<file path="config.mk">
export PLATFORM = sky130hd
export DESIGN_NAME = irq_wake_ctrl
export DESIGN_NICKNAME = d
export VERILOG_FILES = /design/src/rtl/irq_wake_pkg.sv /design/src/rtl/irq_wake_ctl.sv /design/src/rtl/irq_wake_dp.sv /design/src/rtl/irq_wake_ctrl.sv
export SDC_FILE = /design/constraint.sdc
export NUM_CORES = 1
export LEC_CHECK = 0
export BUFFER_PORTS_ARGS = -buffer_cell sky130_fd_sc_hd__buf_2
export CORE_UTILIZATION = 33
export DETAILED_ROUTE_END_ITERATION = 8
export HOLD_SLACK_MARGIN = 0.02
export PLACE_DENSITY = 0.6
export SETUP_SLACK_MARGIN = 0.4
export SLEW_MARGIN = 0
export SYNTH_ARGS = -nofsm -noshare
export SYNTH_HDL_FRONTEND = slang
export SYNTH_SLANG_ARGS = --single-unit
</file>
<file path="constraint.sdc">
create_clock -name clk -period 3.4 [get_ports clk]
set_input_delay 0.34 -clock clk [delete_from_list [all_inputs] [get_ports clk]]
set_output_delay 0.34 -clock clk [all_outputs]
set_load 0.05 [all_outputs]
</file>
<file path="src/rtl/irq_wake_pkg.sv">
package irq_wake_pkg;

  typedef enum logic [1:0] {
    OP_NORMAL   = 2'd0,
    OP_STANDBY  = 2'd1,
    OP_SLEEP    = 2'd2,
    OP_OVERTEMP = 2'd3
  } op_mode_e;

  typedef enum logic [1:0] {
    WD_OFF     = 2'd0,
    WD_WINDOW  = 2'd1,
    WD_TIMEOUT = 2'd2,
    WD_RSVD    = 2'd3
  } wd_mode_e;

  localparam int WAKE_BIT = 0;
  localparam int CYC_BIT  = 1;
  localparam int GEN_BASE = 2;

  // strobes from control to datapath
  typedef struct packed {
    logic wrHit;      // bus write to the status address
    logic ciSet;      // cyclic interrupt fires this cycle
    logic pendDrop;   // entry into Normal with standby control off
    logic inStandby;  // current mode is Standby
  } ctl_strb_t;

endpackage

</file>
<file path="src/rtl/irq_wake_ctl.sv">
module irq_wake_ctl
  import irq_wake_pkg::*;
#(
  parameter int ADDR_W = 4,
  parameter logic [ADDR_W-1:0] STATUS_ADDR = 2
) (
  input  logic              clk,
  input  logic              rstN,
  input  logic [1:0]        opMode,
  input  logic [1:0]        wdMode,
  input  logic              wdOverflow,
  input  logic              wdDisPin,
  input  logic              stbyCtl,
  input  logic              busSel,
  input  logic              busWr,
  input  logic [ADDR_W-1:0] busAddr,
  output ctl_strb_t         strb
);

  op_mode_e curOp, prevOp;
  wd_mode_e curWd, prevWd;
  logic     armQ, armNxt;
  logic     modeOk, wdEnter, inTimeout;

  always_comb begin
    curOp     = op_mode_e'(opMode);
    curWd     = wd_mode_e'(wdMode);
    modeOk    = (curOp == OP_NORMAL) || (curOp == OP_STANDBY);
    inTimeout = (curWd == WD_TIMEOUT);
    wdEnter   = inTimeout && (prevWd != WD_TIMEOUT);
    if (wdDisPin || !inTimeout) begin
      armNxt = 1'b0;
    end else if (wdEnter && modeOk) begin
      armNxt = 1'b1;
    end else begin
      armNxt = armQ;
    end
  end

  always_comb begin
    strb.wrHit     = busSel && busWr && (busAddr == STATUS_ADDR);
    strb.ciSet     = armQ && inTimeout && wdOverflow && !wdDisPin;
    strb.pendDrop  = (curOp == OP_NORMAL) && (prevOp != OP_NORMAL) && !stbyCtl;
    strb.inStandby = (curOp == OP_STANDBY);
  end

  always_ff @(posedge clk or negedge rstN) begin
    if (!rstN) begin
      prevOp <= OP_NORMAL;
      prevWd <= WD_OFF;
      armQ   <= 1'b0;
    end else begin
      prevOp <= curOp;
      prevWd <= curWd;
      armQ   <= armNxt;
    end
  end

endmodule

</file>
<file path="src/rtl/irq_wake_dp.sv">
module irq_wake_dp
  import irq_wake_pkg::*;
#(
  parameter int NUM_GEN = 6,
  parameter int ADDR_W = 4,
  parameter logic [ADDR_W-1:0] STATUS_ADDR = 2,
  localparam int STAT_W = NUM_GEN + GEN_BASE
) (
  input  logic              clk,
  input  logic              rstN,
  input  ctl_strb_t         strb,
  input  logic              canWakeEvt,
  input  logic [NUM_GEN-1:0] genEvt,
  input  logic [ADDR_W-1:0] busAddr,
  input  logic [STAT_W-1:0] busWdata,
  output logic [STAT_W-1:0] busRdata,
  output logic [STAT_W-1:0] statusQ,
  output logic              wakePending,
  output logic              irqOe
);

  logic [STAT_W-1:0] setVec, clrVec, statusNxt;
  logic              pendNxt;

  assign setVec[WAKE_BIT] = canWakeEvt;
  assign setVec[CYC_BIT]  = strb.ciSet;

  for (genvar gi = 0; gi < NUM_GEN; gi++) begin : g_gen
    assign setVec[GEN_BASE + gi] = genEvt[gi];
  end

  always_comb begin
    clrVec    = strb.wrHit ? busWdata : '0;
    statusNxt = setVec | (statusQ & ~clrVec);
    if (canWakeEvt) begin
      pendNxt = 1'b1;
    end else if (strb.pendDrop) begin
      pendNxt = 1'b0;
    end else if (clrVec[WAKE_BIT] && !strb.inStandby) begin
      pendNxt = 1'b0;
    end else begin
      pendNxt = wakePending;
    end
  end

  assign busRdata = (busAddr == STATUS_ADDR) ? statusQ : '0;

  always_ff @(posedge clk or negedge rstN) begin
    if (!rstN) begin
      statusQ     <= '0;
      wakePending <= 1'b0;
      irqOe       <= 1'b0;
    end else begin
      statusQ     <= statusNxt;
      wakePending <= pendNxt;
      irqOe       <= |statusNxt;
    end
  end

endmodule

</file>
<file path="src/rtl/irq_wake_ctrl.sv">
module irq_wake_ctrl
  import irq_wake_pkg::*;
#(
  parameter int NUM_GEN = 6,
  parameter int ADDR_W = 4,
  parameter logic [ADDR_W-1:0] STATUS_ADDR = 2,
  localparam int STAT_W = NUM_GEN + GEN_BASE
) (
  input  logic               clk,
  input  logic               rstN,
  input  logic [1:0]         opMode,
  input  logic [1:0]         wdMode,
  input  logic               wdOverflow,
  input  logic               wdDisPin,
  input  logic               stbyCtl,
  input  logic               canWakeEvt,
  input  logic [NUM_GEN-1:0] genEvt,
  input  logic               busSel,
  input  logic               busWr,
  input  logic [ADDR_W-1:0]  busAddr,
  input  logic [STAT_W-1:0]  busWdata,
  output logic [STAT_W-1:0]  busRdata,
  output logic               irqOe,
  output logic               wakePending
);

  ctl_strb_t         strb;
  logic [STAT_W-1:0] statusQ;

  irq_wake_ctl #(.ADDR_W(ADDR_W), .STATUS_ADDR(STATUS_ADDR)) u_ctl (
    .clk(clk), .rstN(rstN), .opMode(opMode), .wdMode(wdMode),
    .wdOverflow(wdOverflow), .wdDisPin(wdDisPin), .stbyCtl(stbyCtl),
    .busSel(busSel), .busWr(busWr), .busAddr(busAddr), .strb(strb)
  );

  irq_wake_dp #(.NUM_GEN(NUM_GEN), .ADDR_W(ADDR_W), .STATUS_ADDR(STATUS_ADDR)) u_dp (
    .clk(clk), .rstN(rstN), .strb(strb), .canWakeEvt(canWakeEvt),
    .genEvt(genEvt), .busAddr(busAddr), .busWdata(busWdata),
    .busRdata(busRdata), .statusQ(statusQ), .wakePending(wakePending),
    .irqOe(irqOe)
  );

endmodule

</file>
==> results of run 1 <==
[worst max path at each step]
stage,slack [ns],start,endpoint,cells after the start
3_3_place_gp,1.16,busAddr[0],u_dp.irqOe,5
2_1_floorplan,1.59,busAddr[0],u_dp.irqOe,4
4_1_cts,1.42,busAddr[0],u_dp.irqOe,5
6_report,1.43,busAddr[0],u_dp.irqOe,5
5_1_grt,1.31,busAddr[0],u_dp.irqOe,5
3_5_place_dp,1.12,busAddr[0],u_dp.irqOe,5
[cell families (layout without fill, tap and decap cells)]
| kind of cell | count (synthesis) | count (layout) | share of synthesized area, % |
|---|---|---|---|
| flops | 15 | 15 | 52.91 |
| buf+inv | 7 | 50 | 3.879 |
| simple gates | 29 | 29 | 27.34 |
| compound gates | 16 | 16 | 15.87 |
[state kept, by name, summed over array words and instances (netlist names)]
| signal | cells |
|---|---|
| u_ctl.prevOp | 2 |
| u_dp.irqOe | 1 |
| u_dp.statusQ | 8 |
| u_ctl.armQ | 1 |
| u_dp.wakePending | 1 |
| u_ctl.prevWd | 2 |
[placed cells by master (no fill, tap or decap), drive strengths merged]
cell / netlist / routed
a41oi: 1 / 1
nor4b: 1 / 1
nor3: 1 / 1
a21oi: 5 / 5
clkinv: 0 / 1
nor4: 1 / 1
and3b: 1 / 1
and4b: 2 / 2
nand4: 1 / 1
a311o: 1 / 1
clkbuf: 1 / 3
o21ai: 1 / 1
inv: 6 / 6
a31o: 1 / 1
nand2: 5 / 5
a222oi: 1 / 1
nand3: 1 / 1
nor2: 3 / 3
and3: 1 / 1
dfrtp: 15 / 15
a21o: 5 / 5
and2: 8 / 8
or4: 2 / 2
or4b: 1 / 1
dlygate4sd3: 0 / 1
nor3b: 1 / 1
o21a: 1 / 1
buf: 0 / 39
[layer usage]
layer  vias to the layer above  wire (um)  global-route usage, %
met3                         2        113                  6.604
met2                        27        787                  23.94
li1                        327          -                      -
met1                       296        677                  19.03
met4                         0         23                  6.373
met5                         -          0                      0
[repair_timing]
| item | in CTS | in global routing |
|---|---|---|
| hold endpoints to repair | 15 | 0 |
| hold buffers | 1 | 0 |
| endpoints found under the setup margin | 0 | 0 |
[area by class of cell]
type | count | area [um2]
Inverter | 6 | 22.52
Fill cell | 204 | 1011
Sequential cell | 15 | 375.4
Clock inverter | 1 | 5.005
Clock buffer | 3 | 22.52
Multi-Input combinational cell | 45 | 306.5
Timing Repair Buffer | 40 | 205.2
Tap cell | 27 | 33.78
[power breakdown]
part | switching (mW) | internal, mW
Clock | 0.0549 | 0.0436
Combinational | 0.0326 | 0.0245
Sequential | 0.00263 | 0.185
Total | 0.0902 | 0.253
[cell usage after synthesis]
cell type / number / area [um2]
a21o_1: 5 / 37.54
a21oi_1: 5 / 25.02
a222oi_1: 1 / 10.01
a311o_1: 1 / 10.01
a31o_2: 1 / 8.760
a41oi_1: 1 / 8.760
and2_1: 8 / 50.05
and3_1: 1 / 6.260
and3b_1: 1 / 8.760
and4b_1: 2 / 20.02
clkbuf_2: 1 / 5.000
dfrtp_1: 15 / 375.4
inv_1: 6 / 22.52
nand2_1: 5 / 18.77
nand3_1: 1 / 5.000
nand4_1: 1 / 6.260
nor2_1: 3 / 11.26
nor3_1: 1 / 5.000
nor3b_1: 1 / 7.510
nor4_1: 1 / 6.260
nor4b_4: 1 / 23.77
o21a_1: 1 / 7.510
o21ai_0: 1 / 5.000
or4_1: 2 / 15.01
or4b_1: 1 / 10.01
==> impl_metrics.env, run 1 <==
export IMPL_synth_area_um2=709.4
export IMPL_place_ws_ns=1.120
export IMPL_crit_family="simple AND/OR/NAND/NOR gates"
export IMPL_final_util_pct=48.99
export IMPL_slew_headroom_pct=62.70
export IMPL_rr_worst_depth=4
export IMPL_whs_path_depth=1
export IMPL_power_uw=342.8
export IMPL_power_density_mw_per_mm2=353.1
export IMPL_dr_pass1_iters=4
export IMPL_final_layout_size_suffix_gt1_share_pct=40.91
export IMPL_design_area_um2=970.9
export IMPL_seq_area_frac_synth_pct=52.91
export IMPL_ios=40
export IMPL_outcome="finished, final reports clean"
export IMPL_gp_congestion=0.7583
export IMPL_p_leak_nw=0.4616
export IMPL_fp_coreArea_mm2=0.001982
export IMPL_antennaDiodeCount=0
export IMPL_vias_per_cell=4.759
export IMPL_drt_total_wl_mm=1.602
export IMPL_start_util_pct=35.80
export IMPL_max_cap_violations=0
export IMPL_worstMarginPinSlew_ns=0.5571
export IMPL_path_buf_inv=1
export IMPL_period_share_pct=57.97
export IMPL_critPathCaptureType="flop"
export IMPL_finalNetCount=141
export IMPL_grt_pass1_vias=612
export IMPL_final_hold_violation_count=0
export IMPL_synth_cell_type_count=25
export IMPL_place_hpwl_mm=1.224
export IMPL_area_growth_pct=36.86
export IMPL_numCtsBuffers=3
export IMPL_cts_max_level=1
export IMPL_reg2reg_from="u_dp.statusQ[2]"
export IMPL_synth_seq_cells=15
export IMPL_avgSynthCellArea_um2=10.59
export IMPL_port_buffer_count=39
export IMPL_peakVddDrop_mv=0.3071
export IMPL_clock_latency_ns=0.28
export IMPL_remaining_drc_errors=0
export IMPL_cp_max_fo=13
export IMPL_cts_tree="done"
export IMPL_root_buffer="clkbuf_4"
export IMPL_die_area_mm2=0.002339
export IMPL_antenna_found_initial=0
export IMPL_rrSetupSlack_ns=1.62
export IMPL_grt_pass1_wl_mm=2.732
export IMPL_setup_viol=0
export IMPL_stdcell_count=137
export IMPL_fp_dieH_um=48.37
export IMPL_critPathSlowestCell="nor4b_4"
export IMPL_path_clk_slew_ns=0.09
export IMPL_tns_ns=0
export IMPL_clockBufferDepth=2
export IMPL_drv_slew=0
export IMPL_overflow=0
export IMPL_grt_total_usage_pct=15.50
export IMPL_cp_required_ns=3.56
export IMPL_setup_slack_ns=1.429
export IMPL_cp_cell_sequence="buf_2 > nor4b_4 > a41oi_1 > or4b_1 > or4_1"
export IMPL_dpl_cell_area_um2=933.4
export IMPL_path_class="in -> reg"
export IMPL_dp_cells=132
export IMPL_period_minus_slack_ns=1.971
export IMPL_syn_inst=67
export IMPL_drt_iter0_drc=1
export IMPL_timing_hold_ws_ns=0.1710
export IMPL_start_kind="primary input"
export IMPL_postCtsSetupRepairBufs=0
export IMPL_grt_max_degree=16
export IMPL_hp_start="wdMode[1]"
export IMPL_yosysWarnings=0
export IMPL_finClkSkew_ns=0.001759
export IMPL_cts_resized=0
export IMPL_rsz0062_at_grt="false"
export IMPL_r2r_end="u_dp.irqOe"
export IMPL_postRouteAntennaNets=0
export IMPL_via_count=652
export IMPL_die_x_um=48.37
export IMPL_holdPathEnd="u_ctl.prevWd[1]"
export IMPL_row_count=16
export IMPL_arrival_ns=2.13
export IMPL_cpPeakStageDelay_ns=0.55
export IMPL_hold_path_class="in -> reg"
export IMPL_routedWlPerCell_um=11.69
export IMPL_timing_fmax_mhz=507.4
export IMPL_cts_sinks=15
export IMPL_synth_nets=97
(Power assumes the default switching activity.)
==> inputs of run 2 (changes only) <==
- PLACE_DENSITY: 0.6 -> 0.62
- clock period: 3.4 -> 1.7 ns (I/O delays scaled with it)
==> run 2 against run 1 <==
Net effect:
- non-clock buffer count rose by 15
- critical path depth down 1
- sequential power increased by 100%
- total power up 110%
- clock-buffer cell count unchanged
- wire length grew 16%
- utilization increased by 14 points
- clock skew barely moved
- register-to-register slack got worse by 1.6 ns
- via count up 12%
- critical path type is now reg -> reg
- critical endpoint unchanged
- largest cell class is now non-clock buffers
- highest routed layer unchanged
==> impl_metrics.env, run 2 (synthesized netlist as in run 1, its figures left out) <==
export IMPL_slew_headroom_pct=73.73
export IMPL_finClkSkew_ns=0.001355
export IMPL_cts_sinks=15
export IMPL_remaining_drc_errors=0
export IMPL_startpoint="u_dp.statusQ[3]"
export IMPL_rrSetupSlack_ns=0.05
export IMPL_grt_pass1_wl_mm=3.180
export IMPL_drv_slew=0
export IMPL_postRouteAntennaNets=0
export IMPL_root_buffer="clkbuf_4"
export IMPL_die_area_mm2=0.002339
export IMPL_place_hpwl_mm=1.333
export IMPL_final_common_cell="buf_2"
export IMPL_routedWlPerCell_um=12.19
export IMPL_reg_top3="u_dp.statusQ: 8 flops, u_ctl.prevOp: 2 flops, u_ctl.prevWd: 2 flops"
export IMPL_finalNetCount=156
export IMPL_p_leak_nw=0.5725
export IMPL_row_count=16
export IMPL_period_share_pct=97.13
export IMPL_grt_max_degree=16
export IMPL_cts_max_level=1
export IMPL_overflow=0
export IMPL_final_hold_violation_count=0
export IMPL_grt_pass1_vias=751
export IMPL_rr_worst_depth=4
export IMPL_setup_viol=0
export IMPL_path_class="reg -> reg"
export IMPL_regArea_um2=375.4
export IMPL_power_density_mw_per_mm2=587.5
export IMPL_largest_register_ffs=8
export IMPL_ios=40
export IMPL_numCtsBuffers=3
export IMPL_timing_fmax_mhz=605.6
export IMPL_peakVddDrop_mv=0.4909
export IMPL_via_count=732
export IMPL_crit_path_end="u_dp.irqOe"
export IMPL_arrival_ns=1.81
export IMPL_fp_dieH_um=48.37
export IMPL_clock_latency_ns=0.28
export IMPL_critPathCaptureType="flop"
export IMPL_drt_total_wl_mm=1.853
export IMPL_area_growth_pct=76.54
export IMPL_gp_congestion=0.8716
export IMPL_final_util_pct=63.19
export IMPL_dp_cells=141
export IMPL_period_minus_slack_ns=1.651
export IMPL_multi_input_area_um2=364.1
export IMPL_final_layout_size_suffix_gt1_share_pct=56.80
export IMPL_outcome="finished, final reports clean"
export IMPL_dr_pass1_iters=4
export IMPL_die_x_um=48.37
export IMPL_antennaDiodeCount=0
export IMPL_rsz0062_at_grt="true"
export IMPL_grt_total_usage_pct=17.90
export IMPL_cp_required_ns=1.86
export IMPL_reg2reg_from="u_dp.statusQ[3]"
export IMPL_cp_max_fo=2
export IMPL_clockBufferDepth=2
export IMPL_vias_per_cell=4.816
export IMPL_setup_slack_ns=0.04887
export IMPL_r2r_end="u_dp.irqOe"
export IMPL_port_buffer_count=39
export IMPL_final_cell_mix="buf_2 (29), dfrtp_1 (15), buf_4 (9)"
export IMPL_hold_path_class="in -> reg"
export IMPL_cts_tree="done"
export IMPL_max_cap_violations=0
export IMPL_stdcell_count=152
export IMPL_start_kind="flop"
export IMPL_start_util_pct=35.80
export IMPL_fill_cells=169
export IMPL_top_register="u_dp.statusQ"
export IMPL_fp_coreArea_mm2=0.001982
export IMPL_path_clk_slew_ns=0.09
export IMPL_timing_hold_ws_ns=0.03015
export IMPL_drt_iter0_drc=6
export IMPL_place_ws_ns=-0.1987
export IMPL_antenna_found_initial=0
export IMPL_worstMarginPinSlew_ns=0.3931
## run 2: per-layer routing
| layer | vias to the layer above | GRT usage [%] | share of wire, % |
|---|---|---|---|
| met5 | - | 0 | 0 |
| met4 | 0 | 10.29 | 2.2 |
| met3 | 4 | 3.145 | 4.5 |
| met2 | 24 | 31.92 | 52 |
| met1 | 345 | 19.96 | 41 |
| li1 | 359 | - | - |
## run 2: how the worst min path moves through the flow
stage | slack (ns) | depth (start not counted) | from | end
final | 0.03 | 1 | opMode[1] | u_ctl.prevOp[1]
after global routing | 0.03 | 1 | opMode[1] | u_ctl.prevOp[1]
after CTS | 0.02 | 1 | opMode[1] | u_ctl.prevOp[1]
after detailed placement | 0.09 | 1 | rstN | u_dp.statusQ[5]
after global placement | 0.09 | 1 | rstN | u_dp.statusQ[5]
after floorplan | -0.13 | 0 | rstN | u_ctl.armQ
## run 2: critical path, stage by stage, from the launching register on
cell,delay [ns]
dfrtp_1,0.40
nor2_2,0.10
a21oi_2,0.05
or4b_1,0.51
or4_1,0.47
## run 2: layout make-up
cell class                      count  area share, %
Sequential cell                    15          29.97
Tap cell                           27          2.697
Clock inverter                      1         0.3996
Clock buffer                        3          1.798
Multi-Input combinational cell     45          29.07
Timing Repair Buffer               55          34.27
Inverter                            6          1.798
## run 2: report_power, final
part	internal, mW	total (mW)	switching [mW]
logic	0.0836	0.159	0.0756
registers	0.369	0.375	0.00596
clock network	0.0872	0.202	0.114
total	0.540	0.736	0.196
## run 2: metrics by stage
stage | TNS [ns] | cell area [um2] | total power, mW
CTS | -0.02956 | 1196 | 0.7398
floorplan | 0 | 709.4 | 0.4344
global placement | -0.1583 | 1001 | 0.5036
global route | -0.01464 | 1252 | 0.7736
finish | 0 | 1252 | 0.7358
detailed placement | -0.1987 | 1001 | 0.5071
## run 2: what timing repair did
item                       in CTS  in global routing
setup endpoints to repair       9                 10
hold endpoints to repair       18                  0
setup buffers                   1                  2
hold buffers                    4                  0
resized for setup              36                  8
pin swaps                      10                 10
